**config.mk**
```make
export PLATFORM = sky130hd
export DESIGN_NAME = sci_event_agg
export DESIGN_NICKNAME = d
export VERILOG_FILES = /design/src/rtl/sci_agg_pkg.sv /design/src/rtl/sci_agg_ctrl.sv /design/src/rtl/sci_agg_datapath.sv /design/src/rtl/sci_event_agg.sv
export SDC_FILE = /design/constraint.sdc
export NUM_CORES = 1
export LEC_CHECK = 0
export ABC_AREA = 1
export CAP_MARGIN = 0
export CORE_MARGIN = 8
export CORE_UTILIZATION = 53
export CTS_BUF_LIST = sky130_fd_sc_hd__clkbuf_2
export CTS_CLUSTER_DIAMETER = 80
export DETAILED_ROUTE_END_ITERATION = 10
export PLACE_DENSITY_LB_ADDON = 0.05
export SYNTH_ARGS = -nofsm -noshare
export SYNTH_HDL_FRONTEND = slang
export SYNTH_SLANG_ARGS = --single-unit
```
**constraint.sdc**
```tcl
create_clock -name clk -period 1.28 [get_ports clk]
set_input_delay 0.256 -clock clk [delete_from_list [all_inputs] [get_ports clk]]
set_output_delay 0.256 -clock clk [all_outputs]
set_load 0.01 [all_outputs]
```
**src/rtl/sci_agg_pkg.sv**
```systemverilog
package sci_agg_pkg;
  // bit positions inside the fixed 16-bit status/enable words
  localparam int BIT_TMR    = 0;
  localparam int BIT_GLBL   = 5;
  localparam int BIT_PWRBTN = 8;
  localparam int BIT_RTC    = 10;
  localparam logic [15:0] PM1_SCI_MASK =
    16'((1 << BIT_TMR) | (1 << BIT_GLBL) | (1 << BIT_PWRBTN) | (1 << BIT_RTC));

  // strobes from control to datapath for one register write
  typedef struct packed {
    logic       stsClr;   // write-one-to-clear on a status byte
    logic       enWr;     // plain write on an enable byte
    logic       isPm1;    // 1: fixed group, 0: general-purpose window
    logic [7:0] byteIdx;  // byte index within the status or enable half
    logic [7:0] data;
  } regStrobe_t;
endpackage

```
**src/rtl/sci_agg_ctrl.sv**
```systemverilog
module sci_agg_ctrl
  import sci_agg_pkg::*;
#(
  parameter int GPE_BYTES = 4,
  parameter int ADDR_W    = $clog2(GPE_BYTES)
) (
  input  logic              regWrEn,
  input  logic              regBank,
  input  logic [ADDR_W-1:0] regAddr,
  input  logic [7:0]        regWrData,
  input  logic              evtTmrOvf,
  input  logic              evtGlobalLock,
  input  logic              evtPwrBtn,
  input  logic              evtRtcAlarm,
  input  logic              powerDownReq,
  input  logic              evtHotplug,
  output regStrobe_t        strb,
  output logic [15:0]       pm1Set,
  output logic              gpeHpSet
);
  localparam int HALF = GPE_BYTES / 2;

  always_comb begin
    strb       = '0;
    strb.data  = regWrData;
    strb.isPm1 = regBank;
    if (regBank) begin
      strb.byteIdx = {7'b0, regAddr[0]};
      strb.stsClr  = regWrEn & ~regAddr[1];
      strb.enWr    = regWrEn & regAddr[1];
    end else if (int'(regAddr) < HALF) begin
      strb.byteIdx = 8'(regAddr);
      strb.stsClr  = regWrEn;
    end else begin
      strb.byteIdx = 8'(int'(regAddr) - HALF);
      strb.enWr    = regWrEn;
    end
  end

  always_comb begin
    pm1Set             = '0;
    pm1Set[BIT_TMR]    = evtTmrOvf;
    pm1Set[BIT_GLBL]   = evtGlobalLock;
    pm1Set[BIT_PWRBTN] = evtPwrBtn | powerDownReq;
    pm1Set[BIT_RTC]    = evtRtcAlarm;
  end

  assign gpeHpSet = evtHotplug;
endmodule

```
**src/rtl/sci_agg_datapath.sv**
```systemverilog
module sci_agg_datapath
  import sci_agg_pkg::*;
#(
  parameter int GPE_BYTES   = 4,
  parameter int HOTPLUG_BIT = 1,
  parameter int ADDR_W      = $clog2(GPE_BYTES)
) (
  input  logic              clk,
  input  logic              rstN,
  input  regStrobe_t        strb,
  input  logic [15:0]       pm1Set,
  input  logic              gpeHpSet,
  input  logic              rdBank,
  input  logic [ADDR_W-1:0] rdAddr,
  output logic [7:0]        rdData,
  output logic              sci,
  output logic              tmrArm
);
  localparam int HALF = GPE_BYTES / 2;

  logic [7:0]  gpeSts [HALF];
  logic [7:0]  gpeEn  [HALF];
  logic [15:0] pm1Sts;
  logic [15:0] pm1En;

  for (genvar g = 0; g < HALF; g++) begin : gGpe
    localparam logic [7:0] HP_MASK = (g == 0) ? 8'(1 << HOTPLUG_BIT) : 8'h00;
    logic hit;
    logic [7:0] clrMask;
    logic [7:0] setMask;
    assign hit     = !strb.isPm1 && (strb.byteIdx == 8'(g));
    assign clrMask = (hit && strb.stsClr) ? strb.data : 8'h00;
    assign setMask = gpeHpSet ? HP_MASK : 8'h00;
    always_ff @(posedge clk) begin
      if (!rstN) begin
        gpeSts[g] <= '0;
        gpeEn[g]  <= '0;
      end else begin
        gpeSts[g] <= (gpeSts[g] & ~clrMask) | setMask;   // event wins
        if (hit && strb.enWr) gpeEn[g] <= strb.data;
      end
    end
  end

  for (genvar b = 0; b < 2; b++) begin : gPm1
    logic hit;
    logic [7:0] clrMask;
    assign hit     = strb.isPm1 && (strb.byteIdx == 8'(b));
    assign clrMask = (hit && strb.stsClr) ? strb.data : 8'h00;
    always_ff @(posedge clk) begin
      if (!rstN) begin
        pm1Sts[b*8 +: 8] <= '0;
        pm1En[b*8 +: 8]  <= '0;
      end else begin
        pm1Sts[b*8 +: 8] <= (pm1Sts[b*8 +: 8] & ~clrMask) | pm1Set[b*8 +: 8];
        if (hit && strb.enWr) pm1En[b*8 +: 8] <= strb.data;
      end
    end
  end

  always_comb begin
    rdData = '0;
    if (rdBank) begin
      case (rdAddr[1:0])
        2'd0:    rdData = pm1Sts[7:0];
        2'd1:    rdData = pm1Sts[15:8];
        2'd2:    rdData = pm1En[7:0];
        default: rdData = pm1En[15:8];
      endcase
    end else begin
      for (int i = 0; i < HALF; i++) begin
        if (int'(rdAddr) == i)        rdData = gpeSts[i];
        if (int'(rdAddr) == i + HALF) rdData = gpeEn[i];
      end
    end
  end

  logic pm1Hit;
  logic gpeHit;
  assign pm1Hit = |(pm1Sts & pm1En & PM1_SCI_MASK);
  assign gpeHit = gpeSts[0][HOTPLUG_BIT] & gpeEn[0][HOTPLUG_BIT];
  assign sci    = pm1Hit | gpeHit;
  assign tmrArm = pm1En[BIT_TMR] & ~pm1Sts[BIT_TMR];
endmodule

```
**src/rtl/sci_event_agg.sv**
```systemverilog
module sci_event_agg
  import sci_agg_pkg::*;
#(
  parameter int GPE_BYTES   = 4,
  parameter int HOTPLUG_BIT = 1,
  parameter int ADDR_W      = $clog2(GPE_BYTES)
) (
  input  logic              clk,
  input  logic              rstN,
  input  logic              regWrEn,
  input  logic              regBank,
  input  logic [ADDR_W-1:0] regAddr,
  input  logic [7:0]        regWrData,
  output logic [7:0]        regRdData,
  input  logic              evtTmrOvf,
  input  logic              evtGlobalLock,
  input  logic              evtPwrBtn,
  input  logic              evtRtcAlarm,
  input  logic              powerDownReq,
  input  logic              evtHotplug,
  output logic              sci,
  output logic              tmrArm
);
  regStrobe_t  strb;
  logic [15:0] pm1Set;
  logic        gpeHpSet;

  sci_agg_ctrl #(.GPE_BYTES(GPE_BYTES), .ADDR_W(ADDR_W)) i_ctrl (
    .regWrEn(regWrEn), .regBank(regBank), .regAddr(regAddr), .regWrData(regWrData),
    .evtTmrOvf(evtTmrOvf), .evtGlobalLock(evtGlobalLock), .evtPwrBtn(evtPwrBtn),
    .evtRtcAlarm(evtRtcAlarm), .powerDownReq(powerDownReq), .evtHotplug(evtHotplug),
    .strb(strb), .pm1Set(pm1Set), .gpeHpSet(gpeHpSet)
  );

  sci_agg_datapath #(.GPE_BYTES(GPE_BYTES), .HOTPLUG_BIT(HOTPLUG_BIT), .ADDR_W(ADDR_W)) i_dp (
    .clk(clk), .rstN(rstN), .strb(strb), .pm1Set(pm1Set), .gpeHpSet(gpeHpSet),
    .rdBank(regBank), .rdAddr(regAddr), .rdData(regRdData), .sci(sci), .tmrArm(tmrArm)
  );
endmodule

```
==> Word level (Yosys, flattened, before mapping) <==
Memories as Yosys holds them, arrays and structs flattened.
Cells that the tools add are included.
{ "classes": {"addsub": 1, "n_lt_le_gt_ge": 1, "eq_ne": 6, "muxes": 28, "n_bitwise": 24, "reduce_logical": 17} }
{ "op_table": {"columns": ["operator", "count"], "rows": [
  ["8-bit 2-to-1 mux", 15],
  ["8-bit bitwise AND", 4],
  ["8-bit NOT", 4],
  ["8-bit one-hot mux with 3 select lines", 1],
  ["1-bit logical AND", 12],
  ["11-bit bitwise AND", 1],
  ["1-bit 2-to-1 mux", 10],
  ["8-bit by 1-bit equality test with 1-bit output (second input constant)", 1],
  ["8-bit zero test", 1],
  ["8-bit by 3-bit bitwise OR with 8-bit output", 1],
  ["8-bit by 6-bit bitwise OR with 8-bit output", 1],
  ["8-bit bitwise OR", 1],
  ["2-bit equality test (second input constant)", 3],
  ["1-bit bitwise OR", 6],
  ["1-bit bitwise AND", 4],
  ["2-bit by 1-bit equality test with 1-bit output (second input constant)", 2],
  ["2-bit zero test", 2],
  ["2-bit 2-to-1 mux", 2],
  ["4-bit OR reduction", 1],
  ["2-bit by 2-bit subtractor with 3-bit output (second input constant)", 1],
  ["2-bit less-than comparator (second input constant)", 1],
  ["1-bit NOT", 2],
  ["1-bit zero test", 1]
]} }
{ "word_totals": {"register_bits": 32, "ram_bits": 32, "input_bits": 20, "out_inout_bits": 10, "wordCells": 83, "mem_count": 2} }
{ "mem_list": {"columns": ["memory", "words", "word_bits", "read_ports", "rd_ports_with_merged_regs", "wr", "line_no", "source"], "rows": [
  ["i_dp.gpeEn", 2, 8, 2, 0, 2, "sci_agg_datapath.sv:22", "logic [7:0] gpeEn [HALF];"],
  ["i_dp.gpeSts", 2, 8, 2, 0, 2, "sci_agg_datapath.sv:21", "logic [7:0] gpeSts [HALF];"]
]} }

==> Depth between registers and ports, before layout <==
Gate-level depths: netlist (run 1).
{ "depth": {"depth_word": 11, "mapped_depth": 7, "mapped_depth_nobuf": 6} }

==> Modules after synthesis <==
A second synthesis (run 1) with hierarchy kept.
{ "unflattened": {"hier_cells": 460, "hier_area_um2": 3344.5} }
{ "modules_own_cells": {"columns": ["mod", "instances", "cells_each", "area_each_um2"], "rows": [
  ["sci_agg_datapath", 1, 419, 3064.2],
  ["sci_agg_ctrl", 1, 41, 280.3]
]} }

==> Worst setup path before layout (run 1) <==
No wires, ideal clock.
{ "synth_timing": {"path_type": "input to register", "startpoint": "input port rstN", "endpoint": "memory i_dp.gpeEn[0][0], enable pin", "setup_time_ns": 0.302, "t_arrival_ns": 0.993, "required_time_ns": 0.978, "path_slack_ns": -0.015, "stages": 3, "path_buffers": 2, "cell_sequence": "clkbuf_1 -> clkbuf_1 -> nand2_1"} }
{ "synth_rtl": {"columns": ["item", "line_no", "source"], "rows": [
  ["from (decl)", "sci_event_agg.sv:9", "input logic rstN,"],
  ["to (decl)", "sci_agg_datapath.sv:22", null]
]} }

==> results list, run 1 <==
- Of the cells placed in the final design, the portion with a size suffix greater than 1 is 0.240.
* Clock root buffer: clkbuf_2
* Crit-path max FO: 1
* Power share of the combinational group: 0.165
- The number of nets in the synthesized netlist is 421.
- Of the total power, the clock network draws 0.266.
- Number of port buffers: 29
- Measured along the y axis, the die boundary spans 89.9 um.
- The final layout contains 494 nets.
- Failing checks: setup timing
* Number of instances in the synthesized netlist: 401
- For this block, the routed nets add up to 8920 um of wire.
- Starting density of the core: 0.538
- The die is 89.9 um wide.
* Largest net degree at the start of global routing: 27
- Mean instance size in the synthesized netlist: 7.21 um2
- Total count of hold-check failures in the final report: 0
- Maximum frequency from static timing analysis: 593 MHz
- Leaving out fill and tap cells, the most frequent cell in the layout is nand2_1.
- Destination of the worst hold path: i_dp.pm1Sts[5]
- Fill cells: 443
- Worst slack, placed: -1030 ps
- At the pin with the least slew margin, the transition time is 271 ps.
- The worst-case IR drop observed on VDD is 0.726 mV.
- RSZ-0062 raised after global routing: true
- The compound-cell area share of the yosys netlist is 0.0796.
- Area added between synthesis and finish: 31.3%
- Overall Global Routing Usage: 0.219
- Per-cell via count in the routed design: 5.39
- The die covers 8070 um2.
- Worst-case headroom to the max-slew limit: 0.818
* Adder-Cell Fraction of Synth Area: 0
- Period utilisation layout: 1.32
- Outcome: complete, but fails checks
- Dividing total power by cell area gives a power density of 1010 nW/um2.
- Counting instances, the worst hold path has a depth of 3.
* N_diodes: 0
- In this run the critical register-to-register path is captured at i_dp.gpeSts[0][1].
* Number of iterations in the first detailed-routing pass: 5
- The count of pins over their slew limit was 0.
- Final HPWL from detailed placement: 6250 um
* Antenna viol nets, final: 0
* Via count: 2970
* XOR/XNOR share of the synthesized area: 0
* Final critical path time including I/O delays and setup: 1690 ps
- In this run the count of I/O pins placed on the die edge is 30.
- Deepest clock path buffer count: 2
- In this run the critical register-to-register path is launched from i_dp.gpeSts[0][1].
- The critical path in this run is classified as reg -> out.
* Hold Path Class: in -> reg
- Part of the total power dissipated in sequential elements: 0.570
* Maximum capacitance violations: 0
- Tightest hold margin: 234 ps
- The first global-routing pass estimated 14100 um of wire.
- After global routing the overflow that remains totals 0.
- Portion of netlist area occupied by mux cells: 0
* Number of standard-cell rows in the floorplan: 27
- Clock-pin slew was measured on the worst setup and hold paths at 220 ps.
- Clk_lat worst skew: 520 ps
- CP Data Arrival Time: 1430 ps
- Portion of the post-synthesis area used by sequential elements: 0.498
- The H-tree generated during clock tree synthesis spans 3 levels.
- TritonCTS built the clock tree.
* Switching share of total power: 0.304
- Routability congestion estimate from global placement: 0.931
- Clock skew: 0 ps
- The analysis attributes to cell leakage a power of 1.86 nW.
- Number of remaining DRC errors: 0
- The number of global-route vias before repair is 2922.
- Total of warnings raised by yosys: 0
- Net switching component of the power: 1.16 mW
- Of the total synthesized cell area, the portion taken by AND, OR, NAND and NOR gates is 0.333.
- After synthesis, the largest family of logic cells by area is simple AND/OR/NAND/NOR gates.
- The initial antenna violation count came to 0.
* Clk sinks: 64
- The cell area that synthesis handed to floorplanning was 2890 um2.
* Count of routing violations after the opening detailed-route iteration: 207
- Counting flops and latches in the post-synthesis netlist gives 64.
* Post-route setup slack: -407 ps
* Cell internal power dissipation: 2.66 mW
- The library cells used most frequently in the layout, excluding fill and tap cells, are nand2_1, nand3_1, nor2_1.
* Element type at the critical path start: flip-flop
- The worst setup path is captured at a primary output.
- Clock tree synthesis inserted a total of 9 buffers.
* Detailed-route wire length per cell: 16.2 um
- Hold path startpoint: evtGlobalLock
- Reg2reg path depth: 3
* Number of distinct standard cells referenced by the synthesized netlist: 15
- Core Area: 5370 um2
- R2r setup slk: 560 ps
- At the worst endpoint, the required time is 1020 ps.
- Setup violations remaining at the end of the flow were counted as 10.
- Number of buffers inserted for hold repair after clock tree synthesis: 0
==> Yosys cell counts <==
| master | instances | area (um2) |
|---|---|---|
| nand2_4 | 1 | 11.3 |
| a21oi_1 | 14 | 70.1 |
| inv_1 | 47 | 176 |
| dfxtp_1 | 48 | 961 |
| nand2_1 | 79 | 297 |
| inv_2 | 1 | 3.75 |
| buf_2 | 7 | 35.0 |
| clkbuf_1 | 7 | 26.3 |
| nor3_1 | 1 | 5.00 |
| nor2_1 | 69 | 259 |
| buf_4 | 2 | 15.0 |
| edfxtp_1 | 16 | 480 |
| nand3_1 | 72 | 360 |
| nor2_2 | 5 | 31.3 |
| o21ai_0 | 32 | 160 |
==> registers in the layout, indices dropped and copies added (netlist names) <==
name and flops:
i_dp.gpeSts 16, i_dp.gpeEn 16, i_dp.pm1En 16, i_dp.pm1Sts 16
==> metal layers <==
layer | track usage | vias to the layer above | part of all wire | routed length, um
met3 | 0.0499 | 43 | 0.067 | 599
met5 | 0 | - | 0 | 0
met2 | 0.364 | 128 | 0.48 | 4270
li1 | - | 1437 | - | -
met1 | 0.238 | 1362 | 0.39 | 3510
met4 | 0.169 | 0 | 0.061 | 547
==> logic make-up (layout without fill, tap and decap cells) <==
family,count (synthesis),count (layout)
AO/OA/AOI/OAI,46,46
buffers and inverters,64,142
flip-flops,64,64
AND/OR/NAND/NOR,227,227
==> power by group through the flow <==
stage | Combinational [mW] | Clock [mW] | Sequential, mW
after CTS | 0.600 | 1.00 | 2.17
final | 0.629 | 1.01 | 2.17
after detailed placement | 0.583 | 0 | 2.21
after global routing | 0.683 | 1.09 | 2.18
after floorplan | 0.263 | 0 | 2.20
after global placement | 0.577 | 0 | 2.21
==> critical path, stage by stage (launching register included) <==
cell      delay [ps]
edfxtp_1         450
o21ai_2          160
nand3_2           90
nand2_1           60
nand2_1           40
buf_2            130
==> stage by stage <==
step	setup TNS [ps]	power, mW	instances	area (um2)	util
after detailed placement	-48390	2.79	529	3570	0.664
final	-3590	3.82	551	3800	0.707
after floorplan	0	2.46	401	2890	-
after global placement	-46440	2.78	529	3570	0.664
after CTS	-3530	3.77	550	3730	0.694
after global routing	-4340	3.95	551	3800	0.707
==> worst max-delay path by stage <==
stage	startpoint	end	slack, ps	cells past startpoint
2_1_floorplan	regBank	i_dp.gpeEn[0][0]	0.3	4
4_1_cts	i_dp.pm1En[5]	sci	-400	6
3_5_place_dp	regAddr[0]	regRdData[5]	-1030	9
6_report	i_dp.gpeEn[0][6]	regRdData[6]	-410	5
5_1_grt	i_dp.gpeEn[0][6]	regRdData[6]	-500	5
3_3_place_gp	regAddr[0]	regRdData[5]	-1010	9
==> layout make-up <==
class | count | area [um2] | share of cell area
tap | 72 | 90.1 | 0.0237
timing repair buffer | 78 | 703 | 0.185
sequential | 64 | 1460 | 0.384
clock buffer | 9 | 45.0 | 0.0119
inverter | 48 | 184 | 0.0484
clock inverter | 7 | 36.3 | 0.00956
multi-input combinational | 273 | 1280 | 0.338
==> what timing repair did <==
action                                  4_1_cts  5_1_grt
endpoints found under the setup margin       35       32
gates cloned                                  1        0
setup buffers                                 4        2
pin swaps                                    22       16
gates resized for setup                      92       21
Power figures use the tool's default switching activity.
==> inputs of run 2 (changes only) <==
--- a/config.mk
+++ b/config.mk
@@ -12,7 +12,9 @@
 export CTS_BUF_LIST = sky130_fd_sc_hd__clkbuf_2
 export CTS_CLUSTER_DIAMETER = 80
 export DETAILED_ROUTE_END_ITERATION = 10
-export PLACE_DENSITY_LB_ADDON = 0.05
+export GPL_ROUTABILITY_DRIVEN = 0
+export PLACE_DENSITY = 0.87
+export SETUP_SLACK_MARGIN = 0.15
 export SYNTH_ARGS = -nofsm -noshare
 export SYNTH_HDL_FRONTEND = slang
 export SYNTH_SLANG_ARGS = --single-unit
==> run 2 against run 1 <==
  * The run still ends with setup timing left
  * Clock power is essentially flat
  * Final cell count shrank 1.6%
  * Critical path depth is the same
  * Sequential power is essentially flat
  * Core utilization grew 0.86 points
  * Clock skew is the same
  * First-iteration DRC count grew 21%
  * Setup slack gained 6.4 ps
  * Combinational power grew 3.5%
  * Global-route usage shrank 1.1 points
  * Routed wire length shrank 5.4%
  * Via count is essentially flat
  * Critical path type unchanged
  * Critical endpoint is now regRdData[4]
  * Largest cell class unchanged
  * Highest routed layer unchanged
==> results list, run 2 (synthesized netlist as in run 1, its figures left out) <==
- Static power due to leakage: 1.83 nW (-1.6%)
* Seq. cell area: 1450 um2 (-0.17%)
- Transition time at the pin with the least slew margin: 261 ps (-10.4 ps)
- Clk_lat worst skew: 500 ps (-20 ps)
* Post-route setup slack: -401 ps (+6.39 ps)
- Clk sinks: 64 (unchanged)
* I/O pin count: 30 (unchanged)
- The flow ran to the end, but the final reports show violations.
* Number of remaining DRC errors: 0 (unchanged)
- Initial antenna violation count: 0 (unchanged)
- Per-cell via count in the routed design: 5.48 (+1.6%)
* Largest net degree at the start of global routing: 27 (unchanged)
- The worst setup path is launched from a flip-flop.
- The effective utilization at floorplan is 0.538 (unchanged).
* Delay of the slowest critical-path stage: 430 ps (-20 ps)
- TritonCTS built the clock tree.
* Most common cell after layout, fill and taps aside: nor2_1
* Vertical die dimension: 89.9 um (unchanged)
- Commonest cells after routing, fill and taps aside: nor2_1, nand3_1, nand2_1
- Max Transition Viols Final: 0 (unchanged)
* RSZ-0062 raised after global routing: true
* Endpoint of the worst setup timing path: regRdData[4]
* Overall Global Routing Usage: 0.208 (-0.0108)
- The routed wirelength normalized by instance count is 15.6 um (-3.9%).
- Period utilisation layout: 1.31 (-0.00500)
- Crit-path max FO: 1 (unchanged)
- The count of TritonRoute iterations in the first routing pass was 6 (+1).
- Maximum frequency from static timing analysis: 595 MHz (+0.38%)
- Crit Reg-Reg Startpoint: i_dp.pm1En[0]
- First-pass GRT wire length: 13600 um (-3.1%)
* Inserted Clock Buffers: 9 (unchanged)
- Share of cells above drive strength 1: 0.257 (+0.0174)
* Count of routing violations after the opening detailed-route iteration: 251 (+21%)
- Traced cell by cell, the critical path runs through o21ai_2 -> nand3_2 -> nand2_2 -> nand2_2 -> buf_6.
- Count of cell instances traversed by the critical path: 5 (unchanged)
* Buffers and inverters on the worst path: 1 (unchanged)
- The total length of routed wires came to 8440 um (-5.4%).
- Critical path endpoint category: primary output
- The count of endpoints failing setup in the final report came to 10 (unchanged).
- Deepest clock path buffer count: 2 (unchanged)
* Tot Pwr: 3.81 mW (-0.14%)
* N_diodes: 0 (unchanged)
- The worst-case setup slack after placement came to -944 ps (+85.9 ps).
- Worst-path clk slew: 170 ps (-50 ps)
- R2r setup slk: 430 ps (-130 ps)
- Worst Setup SP: i_dp.gpeEn[0][4]
- The tree is rooted in a clkbuf_2.
- The number of cells on the worst reg-to-reg path came to 4 (+1).
* Fill cells: 384 (-13%)
- Top cell family by delay on the critical path: flip-flops
- The level count of the clock H-tree was 3 (unchanged).
* Area added between synthesis and finish: 32.9%
* Crit path kind: reg -> out
- IR Drop Worst-Case VDD: 0.804 mV (+11%)
- Number of port buffers: 29 (unchanged)
- The detailed placement HPWL came to 5660 um (-9.4%).
- Via count: 2969 (-0.034%)
* Antenna viol nets, final: 0 (unchanged)
- The final-stage net count is 485 (-1.8%).
* Total count of hold-check failures in the final report: 0 (unchanged)
- Width of the die: 89.9 um (unchanged)
- Capturing point of the worst reg2reg path: i_dp.pm1En[0]
* Hold Path Class: in -> reg
- Power density normalized to cell area: 992 nW/um2 (-1.3%)
- The area of the placeable core is 5370 um2 (unchanged).
- Slowest cell on the critical path: edfxtp_1
- The data arrival time at the worst-slack endpoint was 1430 ps (about the same).
* Cell mode on critical path: nand2_2
- Required time reported for the critical path endpoint: 1020 ps (about the same)
* Number of standard-cell rows in the floorplan: 27 (unchanged)
- Overflow after GRT: 0 (unchanged)
* Failing checks: setup timing
- Share of the core filled with cells: 0.716 (+0.00862)
- Worst-case headroom to the max-slew limit: 0.826 (+0.00753)
* Number of global-route vias before repair: 2928 (+0.21%)
- Cell depth of the worst min-delay path: 3 (unchanged)
- The multi-input logic area came to 1370 um2 (+6.5%).
- The minimum period implied by the final worst setup slack is 1680 ps (-6.39 ps).
- Number of buffers inserted for hold repair after clock tree synthesis: 0 (unchanged)
- The largest clock skew in the final design came to 0 ps (unchanged).
* Full die area: 8070 um2 (unchanged)
* Maximum capacitance violations: 0 (unchanged)
==> run 2: metrics by stage <==
stage / hold WS [ps] / cells / instance area [um2] / setup TNS (ps)
floorplan: 390 / 401 / 2980 / 0
global placement: 441 / 523 / 3560 / -46950
detailed placement: 446 / 523 / 3560 / -48330
CTS: 275 / 541 / 3760 / -3490
global route: 260 / 542 / 3840 / -4420
finish: 282 / 542 / 3840 / -3510
==> run 2: repair_timing <==
action                     CTS  global route
cloned                       1             1
pin swaps                   34            23
buffers inserted             1             0
setup endpoints to repair   78            33
gates resized for setup     94            28
==> run 2: layout make-up <==
cell class | instances | area share
sequential | 64 | 0.378
inverter | 48 | 0.0485
multi-input combinational | 274 | 0.355
clock inverter | 6 | 0.00911
clock buffer | 10 | 0.0130
tap | 72 | 0.0234
timing repair buffer | 68 | 0.172
==> run 2: worst reg2reg max path: stages (launching register included) <==
cell	delay [ps]
dfxtp_2	370
buf_6	120
buf_4	120
nor2_1	100
nor2_1	50
==> run 2: routing by layer <==
layer / wire length [um] / share of wire / vias up / track usage
met4: 370 / 0.044 / 0 / 0.133
met3: 552 / 0.065 / 38 / 0.0707
met5: 0 / 0 / - / 0
met1: 3230 / 0.38 / 1377 / 0.216
li1: - / - / 1419 / -
met2: 4280 / 0.51 / 135 / 0.353
==> run 2: how the worst min path moves through the flow <==
stage | startpoint | endpoint | slack [ps]
after floorplan | evtHotplug | i_dp.gpeSts[0][1] | 390
after global placement | i_dp.pm1Sts[2] | i_dp.pm1Sts[2] | 440
after detailed placement | i_dp.gpeSts[1][6] | i_dp.gpeSts[1][6] | 450
after CTS | evtHotplug | i_dp.gpeSts[0][1] | 270
after global routing | evtTmrOvf | i_dp.pm1Sts[0] | 260
final | evtRtcAlarm | i_dp.pm1Sts[10] | 280
==> run 2: power by group <==
group | leakage, nW | total (mW) | internal (mW) | switching, mW
Sequential | 0.548 | 2.17 | 2.14 | 0.0361
Clock | 0.0573 | 0.990 | 0.252 | 0.738
Combinational | 1.23 | 0.651 | 0.290 | 0.361
Total | 1.83 | 3.81 | 2.68 | 1.14
